File: src/rtl/dbt_pkg.sv
package dbt_pkg;

  // Kind of data tenure: burst length class and direction.
  typedef struct packed {
    logic burst;
    logic read;
  } tenure_t;

  typedef enum logic {
    ST_IDLE = 1'b0,
    ST_OWN  = 1'b1
  } own_state_e;

  function automatic logic is_burst_read(tenure_t t);
    return t.burst & t.read;
  endfunction

endpackage

File: src/rtl/dbt_qualify.sv
module dbt_qualify
  import dbt_pkg::*;
(
  input  logic    stream_mode,
  input  logic    grant_n,
  input  logic    ext_busy_n,
  input  logic    req_valid,
  input  tenure_t req_kind,
  input  logic    owning,
  input  logic    final_beat,
  input  tenure_t cur_kind,
  output logic    start_idle,
  output logic    chain
);

  logic grant_seen;
  logic bus_free;

  always_comb begin
    grant_seen = ~grant_n & req_valid;
    // Streaming mode leaves collision avoidance to the grant alone.
    bus_free   = stream_mode | ext_busy_n;
    start_idle = ~owning & grant_seen & bus_free;
    chain      = owning & final_beat & stream_mode & grant_seen &
                 is_burst_read(cur_kind) & is_burst_read(req_kind);
  end

endmodule

File: src/rtl/dbt_beat_counter.sv
module dbt_beat_counter #(
  parameter int BURST_BEATS = 4
) (
  input  logic                           clk,
  input  logic                           rst,
  input  logic                           clear,
  input  logic                           advance,
  input  logic                           is_burst,
  output logic [$clog2(BURST_BEATS)-1:0] count,
  output logic                           at_last
);

  localparam int CNT_W = $clog2(BURST_BEATS);
  localparam logic [CNT_W-1:0] BURST_LAST = CNT_W'(BURST_BEATS - 1);

  logic [CNT_W-1:0] last_idx;

  always_comb begin
    last_idx = is_burst ? BURST_LAST : '0;
    at_last  = (count == last_idx);
  end

  always_ff @(posedge clk) begin
    if (rst) begin
      count <= '0;
    end else if (clear) begin
      count <= '0;
    end else if (advance) begin
      count <= count + 1'b1;
    end
  end

endmodule

File: src/rtl/dbt_tenure_fsm.sv
module dbt_tenure_fsm
  import dbt_pkg::*;
(
  input  logic    clk,
  input  logic    rst,
  input  logic    start_idle,
  input  logic    chain,
  input  logic    final_beat,
  input  tenure_t req_kind,
  output logic    owning,
  output tenure_t cur_kind,
  output logic    busy_n,
  output logic    take,
  output logic    done
);

  own_state_e state_q;
  own_state_e state_d;

  always_comb begin
    state_d = state_q;
    unique case (state_q)
      ST_IDLE: if (start_idle) state_d = ST_OWN;
      ST_OWN:  if (final_beat && !chain) state_d = ST_IDLE;
      default: state_d = ST_IDLE;
    endcase
  end

  assign owning = (state_q == ST_OWN);

  always_ff @(posedge clk) begin
    if (rst) begin
      state_q  <= ST_IDLE;
      cur_kind <= '0;
      busy_n   <= 1'b1;
      take     <= 1'b0;
      done     <= 1'b0;
    end else begin
      state_q <= state_d;
      busy_n  <= (state_d != ST_OWN);
      take    <= start_idle | chain;
      done    <= final_beat;
      if (start_idle || chain) begin
        cur_kind <= req_kind;
      end
    end
  end

endmodule

File: src/rtl/dbt_tenure_ctrl.sv
module dbt_tenure_ctrl
  import dbt_pkg::*;
#(
  parameter int BURST_BEATS = 4
) (
  input  logic                           clk,
  input  logic                           rst,
  input  logic                           stream_mode_i,
  input  logic                           no_retry_i,
  input  logic                           req_valid_i,
  input  logic                           req_burst_i,
  input  logic                           req_read_i,
  input  logic                           grant_n_i,
  input  logic                           ext_busy_n_i,
  input  logic                           xfer_ack_n_i,
  input  logic                           retry_n_i,
  output logic                           busy_n_o,
  output logic                           take_o,
  output logic                           done_o,
  output logic [$clog2(BURST_BEATS)-1:0] beat_o
);

  tenure_t req_kind;
  tenure_t cur_kind;
  logic    owning;
  logic    retry_hit;
  logic    ack_hit;
  logic    at_last;
  logic    final_beat;
  logic    start_idle;
  logic    chain;
  logic    cnt_clear;

  always_comb begin
    req_kind.burst = req_burst_i;
    req_kind.read  = req_read_i;
    retry_hit      = owning & ~no_retry_i & ~retry_n_i;
    ack_hit        = owning & ~xfer_ack_n_i & ~retry_hit;
    final_beat     = ack_hit & at_last;
    cnt_clear      = start_idle | retry_hit | final_beat;
  end

  dbt_qualify u_qualify (
    .stream_mode (stream_mode_i),
    .grant_n     (grant_n_i),
    .ext_busy_n  (ext_busy_n_i),
    .req_valid   (req_valid_i),
    .req_kind    (req_kind),
    .owning      (owning),
    .final_beat  (final_beat),
    .cur_kind    (cur_kind),
    .start_idle  (start_idle),
    .chain       (chain)
  );

  dbt_beat_counter #(
    .BURST_BEATS (BURST_BEATS)
  ) u_counter (
    .clk      (clk),
    .rst      (rst),
    .clear    (cnt_clear),
    .advance  (ack_hit),
    .is_burst (cur_kind.burst),
    .count    (beat_o),
    .at_last  (at_last)
  );

  dbt_tenure_fsm u_fsm (
    .clk        (clk),
    .rst        (rst),
    .start_idle (start_idle),
    .chain      (chain),
    .final_beat (final_beat),
    .req_kind   (req_kind),
    .owning     (owning),
    .cur_kind   (cur_kind),
    .busy_n     (busy_n_o),
    .take       (take_o),
    .done       (done_o)
  );

endmodule

File: config.mk
export PLATFORM = sky130hd
export DESIGN_NAME = dbt_tenure_ctrl
export DESIGN_NICKNAME = d
export VERILOG_FILES = /design/src/rtl/dbt_pkg.sv /design/src/rtl/dbt_qualify.sv /design/src/rtl/dbt_beat_counter.sv /design/src/rtl/dbt_tenure_fsm.sv /design/src/rtl/dbt_tenure_ctrl.sv
export SDC_FILE = /design/constraint.sdc
export NUM_CORES = 1
export LEC_CHECK = 0
export ABC_CLOCK_PERIOD_IN_PS = 3700
export BUFFER_PORTS_ARGS = -buffer_cell sky130_fd_sc_hd__buf_2
export CAP_MARGIN = 10
export CORE_MARGIN = 8
export CORE_UTILIZATION = 30
export DETAILED_ROUTE_END_ITERATION = 8
export GPL_TIMING_DRIVEN = 0
export SYNTH_ARGS = -nofsm -noshare
export SYNTH_HDL_FRONTEND = slang
export SYNTH_SLANG_ARGS = --single-unit
export TNS_END_PERCENT = 1
File: constraint.sdc
create_clock -name clk -period 3.7 [get_ports clk]
set_input_delay 0.74 -clock clk [delete_from_list [all_inputs] [get_ports clk]]
set_output_delay 0.74 -clock clk [all_outputs]
set_load 0.02 [all_outputs]
==> metrics.cfg <==
[status]
status = complete, no violations

[die]
die_w_um = 52.4
core-area_um2 = 1270
start_util_pct = 31.4
pin_count = 16
die_area_um2 = 2750
dieHeight_um = 52.4
core.rowCount = 13

[run]
max_cap_violations = 0

[drt]
dr_total_vias = 411
dr_wl_met3_um = 87
initialDrtViolationCount = 5
drc = 0
dr.max_layer_used = met4
wl_per_cell_um = 12.6
viasPerCell = 5.27
antenna_left = 0
dr.pass1.iters = 3
wl_met2_um = 410
drt-met1-wl_um = 477
drt_wl_total_um = 983

[cells_and_area]
final_nets = 76
layout_commonest_cell = buf_2
seqCellArea_um2 = 160
syn_to_final_growth_pct = 29.2
multi_input_area_um2 = 219
num-fill-cells = 141
antenna_cells = 0
drive_gt1_share_pct = 36.5
final_cell_mix = 15 x buf_2, 8 x dfxtp_1, 5 x a21oi_1

[timing]
worst_pin_slew_ps = 498
setup_violations = 0
hold_viol = 0
fin_skew_ps = 4.33
tns_ps = 0
slew_headroom_pct = 66.4
fin_crit_ps = 1590
rsz0062_at_grt = false
maxSlewViolCount = 0
max_freq_mhz = 628
fin_crit_sh_pct = 43.0
whs_ps = 498

[placed_design]
place_congestion = 0.790
hpwl_um = 774
portBuffers = 15

[pwr]
p_clk_share_pct = 37.7
p_sw_share_pct = 26.3
power.density_nw_per_um2 = 364
vdd_ir_drop_max_v = 0.000261
leakage_nw = 0.213
pwr-share-seq_pct = 48.4
p_sw_uw = 49.2
combPwrFrac_pct = 13.9
power.internal_uw = 138

[grt]
antenna_found_initial = 0
grt_max_degree = 10
grt_pass1_wl_um = 1690
grt.total_usage_pct = 8.35
first_global_vias = 416
overflow = 0

[synthesis]
netlist.area_leader.share_pct = 40.3
syn_nets = 56
synth-seq-cells = 8
yosys-top-cells-area = dfxtp_1 40%, a21oi_1 6.3%, nand4_1 6.3%, o31ai_1 5.7%, nor2_1 3.8%
yosysUniqueCellTypes = 23
seq_area_frac_synth_pct = 40.3
ys_warn_count = 0
synth_top_area_cell = dfxtp_1
synth.avg_cell_area_um2 = 8.84
syn_area_um2 = 398
post_synth_inst_count = 45

[clock_network]
clock_sinks = 8
clock_path_buffers = 2
post_cts_buffers = 0
cts_tree = yes
cts_resized = 0
cts_root_buffer = clkbuf_4
cts_hold_buffers = 0
cts_max_level = 1
path_clk_slew_ps = 60
cts_made_buffers = 3
clkLatencyLatePin_ps = 260

[setup_path]
start_kind = register
crit_path_end_kind = output pin
worstSetupPathType = register to output pin
cp_max_fo = 6
crit_buf_inv = 1
arrival_ps = 850
cp_top_family = flip-flops
worstPathRequired_ps = 2960
slowest_stage = dfxtp_1
cpPeakStageDelay_ps = 400
worstPathCellList = buf_2

[min_path]
min_path_type = register to register

[state kept, by name (all words and copies together), names as in the netlist]
register / flops
u_counter.count: 2
u_fsm.cur_kind: 2
u_fsm.busy_n: 1
u_fsm.done: 1
u_fsm.owning: 1
u_fsm.take: 1
[cell families after synthesis]
family / after synthesis / share of synthesized area [%]
flops: 8 / 40.3
compound gates: 15 / 27.4
simple gates: 18 / 27.7
buf+inv: 4 / 4.72
[cells in the mapped netlist]
master	instances
dfxtp_1	8
a21oi_1	5
nand4_1	4
nor2_1	4
inv_1	3
o31ai_1	3
or4_1	2
a211o_1	1
a211oi_1	1
a311o_1	1
a311oi_1	1
and2b_1	1
and3_1	1
buf_4	1
nand2b_1	1
nand2b_2	1
nand3_1	1
o21ai_0	1
o311ai_0	1
o31ai_2	1
or2_2	1
or3_1	1
or3b_2	1
[layout make-up]
class                   instances  area share [%]
plain buffers                   1            1.46
clock buffers                   3            4.38
inverters                       3            2.19
multi-input cells              33            42.6
flip-flops and latches          8            31.1
well taps                      15            3.65
repair buffers                 15            14.6
[final timing paths]
path                                   startpoint                        endpoint  slack (ps)  cells after the start
setup / recovery  u_counter.count[1]$_SDFFE_PP0P_                       beat_o[1]        2110                      1
hold / removal     u_fsm.cur_kind[0]$_SDFFE_PP0P_  u_fsm.cur_kind[0]$_SDFFE_PP0P_         500                      2
setup reg to reg  u_counter.count[0]$_SDFFE_PP0P_         u_fsm.owning$_SDFF_PP0_        2340                      3
hold reg to reg    u_fsm.cur_kind[0]$_SDFFE_PP0P_  u_fsm.cur_kind[0]$_SDFFE_PP0P_         500                      2
[power by group through the flow]
stage / Clock [mW] / Sequential (mW) / Combinational (mW)
floorplan: 0 / 0.0940 / 0.0134
global placement: 0 / 0.0923 / 0.0258
detailed placement: 0 / 0.0924 / 0.0260
CTS: 0.0710 / 0.0905 / 0.0261
global route: 0.0773 / 0.0908 / 0.0289
finish: 0.0705 / 0.0904 / 0.0260
[metal layers]
layer  GRT usage (%)  vias up
met4            1.29        0
met1            8.84      181
met3            6.53        2
met5               0        -
li1                -      214
met2            13.0       14
[through the flow]
step | cell area, um2 | utilization [%] | setup slack [ps] | instances | total power [mW]
floorplan | 398 | - | 2100 | 45 | 0.107
global placement | 492 | 38.8 | 1920 | 75 | 0.118
detailed placement | 492 | 38.8 | 1930 | 75 | 0.118
CTS | 514 | 40.5 | 2100 | 78 | 0.188
global route | 514 | 40.5 | 2060 | 78 | 0.197
finish | 514 | 40.5 | 2110 | 78 | 0.187
(Power assumes the default switching activity.)
